===== config.mk =====
export PLATFORM = sky130hd
export DESIGN_NAME = hss_fault_supervisor
export DESIGN_NICKNAME = d
export VERILOG_FILES = /design/src/rtl/hss_pkg.sv /design/src/rtl/hss_relatch.sv /design/src/rtl/hss_channel.sv /design/src/rtl/hss_status.sv /design/src/rtl/hss_fault_supervisor.sv
export SDC_FILE = /design/constraint.sdc
export NUM_CORES = 1
export LEC_CHECK = 0
export ABC_AREA = 1
export CORE_UTILIZATION = 43
export CTS_CLUSTER_SIZE = 30
export DETAILED_ROUTE_END_ITERATION = 8
export PLACE_DENSITY_LB_ADDON = 0.15
export SLEW_MARGIN = 20
export SYNTH_ARGS = -nofsm -noshare
export SYNTH_HDL_FRONTEND = slang
export SYNTH_SLANG_ARGS = --single-unit

===== constraint.sdc =====
create_clock -name clk -period 1.3 [get_ports clk]
set_clock_uncertainty 0.15 [all_clocks]
set_input_delay 0.26 -clock clk [delete_from_list [all_inputs] [get_ports clk]]
set_output_delay 0.26 -clock clk [all_outputs]
set_load 0.02 [all_outputs]

===== src/rtl/hss_pkg.sv =====
package hss_pkg;
  localparam int FIELDS_PER_CH = 3;
  localparam int GLOBAL_BITS   = 2;
  localparam int HOT_POS       = 0;
  localparam int OPEN_POS      = 1;
  localparam int CURR_POS      = 2;

  typedef struct packed {
    logic curr;
    logic open;
    logic hot;
  } ch_flags_t;
endpackage


===== src/rtl/hss_relatch.sv =====
module hss_relatch (
  input  logic clk,
  input  logic rst_n,
  input  logic set,
  input  logic cmd,
  output logic held
);
  logic held_q, off_seen_q;

  always_ff @(posedge clk or negedge rst_n) begin
    if (!rst_n) begin
      held_q     <= 1'b0;
      off_seen_q <= 1'b0;
    end else begin
      if (set)
        held_q <= 1'b1;
      else if (held_q && off_seen_q && cmd)
        held_q <= 1'b0;

      if (set || !held_q)
        off_seen_q <= 1'b0;
      else if (!cmd)
        off_seen_q <= 1'b1;
    end
  end

  assign held = held_q;

  // a held latch cannot release without an observed command low
  a_r9_hold_until_off: assert property (@(posedge clk) disable iff (!rst_n)
    (held_q && cmd && !off_seen_q) |=> held_q);
endmodule


===== src/rtl/hss_channel.sv =====
module hss_channel
  import hss_pkg::*;
(
  input  logic      clk,
  input  logic      rst_n,
  input  logic      cmd,
  input  logic      direct,
  input  logic      hot,
  input  logic      open,
  input  logic      gate_low,
  input  logic      curr,
  input  logic      vhigh,
  input  logic      vlow,
  input  logic      ovp_en,
  input  logic      uvp_en,
  input  logic      olp_en,
  output logic      gate,
  output ch_flags_t flags,
  output logic      alarm
);
  logic gate_q, hot_hold_q, hot_hold_d, hot_trip;
  logic curr_set, curr_held, vlow_set, vlow_held;
  logic vhigh_block, vlow_block, open_now, gate_d;

  assign hot_trip    = hot && gate_q;
  assign hot_hold_d  = hot && (hot_hold_q || hot_trip);
  assign curr_set    = curr && gate_q;
  assign vlow_set    = vlow && uvp_en && direct;
  assign vhigh_block = vhigh && ovp_en;
  assign vlow_block  = (vlow && uvp_en) || vlow_held;
  assign open_now    = open && olp_en && !gate_q && gate_low;

  hss_relatch u_curr_latch (
    .clk(clk), .rst_n(rst_n), .set(curr_set), .cmd(cmd), .held(curr_held)
  );

  hss_relatch u_vlow_latch (
    .clk(clk), .rst_n(rst_n), .set(vlow_set), .cmd(cmd), .held(vlow_held)
  );

  assign gate_d = cmd && !hot_hold_d && !vhigh_block && !vlow_block
                  && !curr_held && !curr_set;

  always_ff @(posedge clk or negedge rst_n) begin
    if (!rst_n) begin
      gate_q     <= 1'b0;
      hot_hold_q <= 1'b0;
    end else begin
      gate_q     <= gate_d;
      hot_hold_q <= hot_hold_d;
    end
  end

  assign gate       = gate_q;
  assign flags.hot  = hot_trip || hot_hold_q;
  assign flags.open = open_now;
  assign flags.curr = curr_set || curr_held;
  assign alarm      = flags.hot || open_now || flags.curr || vlow_held;

  // the gate is never on unless the command was high at the last edge
  a_r2_gate_needs_cmd: assert property (@(posedge clk) disable iff (!rst_n)
    gate_q |-> $past(cmd));
  // a thermal hold and an on gate never coexist
  a_r3_hot_gate_off: assert property (@(posedge clk) disable iff (!rst_n)
    hot_hold_q |-> !gate_q);
  // enabled over-voltage forces the gate off at the next edge
  a_r4_vhigh_off: assert property (@(posedge clk) disable iff (!rst_n)
    (vhigh && ovp_en) |=> !gate_q);
  // a held over-current latch keeps the gate off
  a_r9_curr_gate_off: assert property (@(posedge clk) disable iff (!rst_n)
    curr_held |-> !gate_q);
endmodule


===== src/rtl/hss_status.sv =====
module hss_status #(
  parameter int W = 8
) (
  input  logic         clk,
  input  logic         rst_n,
  input  logic         pwr_ok,
  input  logic         rd,
  input  logic [W-1:0] live,
  output logic [W-1:0] word
);
  logic [W-1:0] stat_q;

  always_ff @(posedge clk or negedge rst_n) begin
    if (!rst_n)
      stat_q <= '0;
    else if (!pwr_ok || rd)
      stat_q <= '0;
    else
      stat_q <= stat_q | live;
  end

  assign word = pwr_ok ? (stat_q | live) : '0;

  // a read or supply loss leaves the word empty after the edge
  a_r11_clear_on_read: assert property (@(posedge clk) disable iff (!rst_n)
    (rd || !pwr_ok) |=> (stat_q == '0));
  // without a read, stored bits never drop
  a_r11_sticky: assert property (@(posedge clk) disable iff (!rst_n)
    (pwr_ok && !rd) |=> ((stat_q & $past(stat_q)) == $past(stat_q)));
endmodule


===== src/rtl/hss_fault_supervisor.sv =====
module hss_fault_supervisor
  import hss_pkg::*;
#(
  parameter int NCH = 4,
  localparam int SW = NCH * FIELDS_PER_CH + GLOBAL_BITS
) (
  input  logic           clk,
  input  logic           rst_n,
  input  logic           logic_pwr_ok,
  input  logic [NCH-1:0] direct_in,
  input  logic [NCH-1:0] reg_on,
  input  logic [NCH-1:0] over_temp,
  input  logic [NCH-1:0] open_load,
  input  logic [NCH-1:0] gate_low,
  input  logic [NCH-1:0] over_curr,
  input  logic           over_volt,
  input  logic           under_volt,
  input  logic           ovp_off,
  input  logic           uvp_off,
  input  logic           olp_off,
  input  logic           rd_strobe,
  output logic [NCH-1:0] gate_en,
  output logic           fault_n,
  output logic [SW-1:0]  rd_word
);
  localparam int VHIGH_POS = NCH * FIELDS_PER_CH;
  localparam int VLOW_POS  = VHIGH_POS + 1;

  logic           ovp_en, uvp_en, olp_en;
  logic [NCH-1:0] ch_alarm;
  logic [SW-1:0]  live;
  logic           any_alarm, fault_n_q;

  assign ovp_en = !(ovp_off && logic_pwr_ok);
  assign uvp_en = !(uvp_off && logic_pwr_ok);
  assign olp_en = !(olp_off && logic_pwr_ok);

  for (genvar i = 0; i < NCH; i++) begin : g_ch
    logic      cmd_i;
    ch_flags_t fl_i;

    assign cmd_i = direct_in[i] || (reg_on[i] && logic_pwr_ok);

    hss_channel u_ch (
      .clk(clk), .rst_n(rst_n), .cmd(cmd_i), .direct(direct_in[i]),
      .hot(over_temp[i]), .open(open_load[i]), .gate_low(gate_low[i]),
      .curr(over_curr[i]), .vhigh(over_volt), .vlow(under_volt),
      .ovp_en(ovp_en), .uvp_en(uvp_en), .olp_en(olp_en),
      .gate(gate_en[i]), .flags(fl_i), .alarm(ch_alarm[i])
    );

    assign live[i*FIELDS_PER_CH + HOT_POS]  = fl_i.hot;
    assign live[i*FIELDS_PER_CH + OPEN_POS] = fl_i.open;
    assign live[i*FIELDS_PER_CH + CURR_POS] = fl_i.curr;
  end

  assign live[VHIGH_POS] = over_volt;
  assign live[VLOW_POS]  = under_volt;

  assign any_alarm = (|ch_alarm) || over_volt || under_volt;

  always_ff @(posedge clk or negedge rst_n) begin
    if (!rst_n) fault_n_q <= 1'b1;
    else        fault_n_q <= !any_alarm;
  end

  assign fault_n = fault_n_q;

  hss_status #(.W(SW)) u_status (
    .clk(clk), .rst_n(rst_n), .pwr_ok(logic_pwr_ok), .rd(rd_strobe),
    .live(live), .word(rd_word)
  );

  // any supply-level condition pulls the fault pin low at the next edge
  a_r10_supply_fault_pin: assert property (@(posedge clk) disable iff (!rst_n)
    (over_volt || under_volt) |=> !fault_n);
  // without the logic supply a gate is on only after a high direct pin
  a_r12_direct_only: assert property (@(posedge clk) disable iff (!rst_n)
    (!logic_pwr_ok && !direct_in[0]) |=> !gate_en[0]);
endmodule


==> impl_metrics.json <==
{
  "cp_slowest_cell": "dfrtp_1",
  "slowest_delay_ns": 0.42,
  "cts_tree": "yes",
  "crit_type": "reg -> out",
  "power.leakage_nw": 1.65,
  "die_w_um": 67.3,
  "max_slew_margin": 0.757,
  "h-tree-depth": 2,
  "ir_worst_vdd_mv": 1.01,
  "drtPass1Iterations": 4,
  "violations": "setup timing",
  "grt_pass1_wl_mm": 8.20,
  "cpLargestDelayFamily": "simple AND/OR/NAND/NOR gates",
  "layout.cells.non_filler": 381,
  "synth_nets": 256,
  "viasPerCell": 4.80,
  "tns_ns": -5.09,
  "final_nets": 363,
  "antenna_left": 0,
  "area_delta_synth_final_pct": 68.7,
  "use_met3": 0.0574,
  "dieArea_sq_mm": 0.00453,
  "cts.sinks": 39,
  "io_pins": 52,
  "crit_top_cell": "nand2_2",
  "io_buffers": 51,
  "antenna_cells": 0,
  "coreArea_sq_mm": 0.00406,
  "final_common_cell": "buf_4",
  "drive_gt1_frac": 0.435,
  "hold_violations": 0,
  "syn-cell-area_sq_mm": 0.00184,
  "grt_util_met1": 0.321,
  "setup_ws_ns": -0.435,
  "start_kind": "register",
  "grt_overflow_total": 0,
  "critical_path_required_ns": 0.89,
  "routedWlPerCell_um": 13.3,
  "slew_viol_final": 0,
  "grt_use_total": 0.249,
  "row_count": 23,
  "drt_wl_total_mm": 5.05,
  "hpwl_mm": 3.44,
  "cts_root_buf": "clkbuf_8",
  "floorplan.initialDensity": 0.452,
  "drc": 0,
  "status": "finished with violations",
  "ys_warn_count": 0,
  "cts-buffers-inserted": 5,
  "cp_cell_sequence": "nand2_1, nand2_2, or2_4, nand2_2, inv_2, buf_6",
  "reg2reg_from": "g_ch[1].u_ch.gate",
  "max_cap_violations": 0,
  "first_global_vias": 1810,
  "avgSynthCellArea_sq_um": 8.23,
  "ys_seq_area_frac": 0.532,
  "yosys.area.top_type": "dfrtp_1",
  "powerDensity_mw_per_mm2": 1400,
  "tightest_slew_ns": 0.364,
  "first_iter_violations": 75,
  "grt_max_degree": 28,
  "timing.final.crit_share": 1.33,
  "antenna_found_initial": 0,
  "final_cell_mix": "buf_4, inv_1, dfrtp_1, nand2_1, clkdlybuf4s50_1",
  "path_clk_slew_ns": 0.08,
  "worstPathMaxFanout": 4,
  "fp.dieH_um": 67.3,
  "worstSkewPairLatency_ns": 0.30,
  "top_usage_layer": "met2",
  "min_from": "over_temp[1]",
  "worstPathArrival_ns": 1.32,
  "crit_path_end_kind": "output port",
  "ys_types": 19,
  "netlist_instances": 223,
  "yosys-top-cells-area": "dfrtp_1, inv_1, nand2_1",
  "place_congestion": 0.757,
  "filler_cell_count": 285,
  "vias": 1830,
  "ys_seq_elements": 39,
  "grt.met2_usage": 0.400,
  "yosys.area.top_type_share": 0.518,
  "crit_buf_inv": 2,
  "post-place-cells": 358,
  "rsz0062_at_grt": "yes",
  "period_needed_ns": 1.73,
  "cp-startpoint": "g_ch[3].u_ch.gate",
  "hold_class": "in -> reg",
  "finalSetupViolations": 20,
  "fmax_mhz": 576,
  "cts_buffer_depth": 2
}
[state kept, by name, summed over array words and instances (netlist names)]
register,flops
fault_n,1
g_ch.u_ch.gate,4
g_ch.u_ch.hot_hold_q,4
g_ch.u_ch.u_curr_latch.held,4
g_ch.u_ch.u_curr_latch.off_seen_q,4
g_ch.u_ch.u_vlow_latch.held,4
g_ch.u_ch.u_vlow_latch.off_seen_q,4
u_status.stat_q,14
[through the flow]
step / hold WS (ns) / setup slack (ns) / instance area [sq um] / power, mW / util
floorplan: -0.186 / -0.0286 / 1860 / 2.26 / -
global placement: 0.0265 / -0.932 / 2700 / 2.93 / 0.665
detailed placement: 0.0265 / -0.968 / 2700 / 2.97 / 0.665
CTS: 0.241 / -0.420 / 3110 / 4.29 / 0.766
global route: 0.149 / -0.475 / 3100 / 4.61 / 0.763
finish: 0.128 / -0.435 / 3100 / 4.34 / 0.763
[synth_stat cells]
| cell type | instances |
|---|---|
| nor2_4 | 1 |
| buf_4 | 4 |
| dfstp_2 | 1 |
| nand4_1 | 4 |
| inv_1 | 53 |
| a21oi_4 | 3 |
| a31oi_1 | 2 |
| nand2_1 | 48 |
| nor3_1 | 6 |
| o21ai_0 | 18 |
| nand3_1 | 2 |
| a21oi_1 | 26 |
| or2_4 | 1 |
| or2_2 | 2 |
| nor2_1 | 11 |
| buf_6 | 1 |
| inv_2 | 1 |
| clkbuf_8 | 1 |
| dfrtp_1 | 38 |
[final timing paths]
check	to	slack [ns]	depth (start not counted)
min in group asynchronous	g_ch[3].u_ch.u_curr_latch.off_seen_q	0.23	2
max	rd_word[9]	-0.43	6
max reg2reg	fault_n	-0.09	8
max in group asynchronous	g_ch[1].u_ch.gate	0.30	3
min reg2reg	g_ch[0].u_ch.u_curr_latch.held	0.30	1
min	g_ch[1].u_ch.hot_hold_q	0.13	3
[metal layers]
metal / wire length [um] / up-vias
li1: - / 900
met1: 2160 / 870
met2: 2540 / 53
met3: 270 / 7
met4: 85 / 0
met5: 0 / -
[cells by family (layout without fill, tap and decap cells)]
logic type / count (synthesis) / after routing / share of synthesized area
flip-flops: 39 / 39 / 0.532
AO/OA/AOI/OAI: 49 / 49 / 0.153
AND/OR/NAND/NOR: 75 / 75 / 0.174
buffers and inverters: 60 / 168 / 0.140
[worst min-delay path: stages]
cell and delay (ns):
dlymetal6s2s_1 0.13, o21ai_2 0.09, inv_1 0.05
[where the power goes]
| group | internal [mW] | switching (mW) |
|---|---|---|
| Clock | 0.621 | 0.433 |
| Sequential | 1.45 | 0.146 |
| Combinational | 0.854 | 0.840 |
| Total | 2.92 | 1.42 |
[final cells by class]
type,count,area (sq um),share of cell area
clock buffer,6,82.6,0.0267
clock inverter,2,35.0,0.0113
inverter,54,203,0.0655
multi-input combinational,124,754,0.244
sequential,39,980,0.316
tap,50,62.6,0.0202
timing repair buffer,106,980,0.316
[what timing repair did]
| action | CTS | global route |
|---|---|---|
| resized for setup | 157 | 38 |
| hold buffers | 1 | 0 |
| hold endpoints to repair | 12 | 0 |
| pin swaps | 33 | 25 |
| setup buffers | 49 | 8 |
| endpoints found under the setup margin | 52 | 33 |
(Power assumes the default switching activity.)
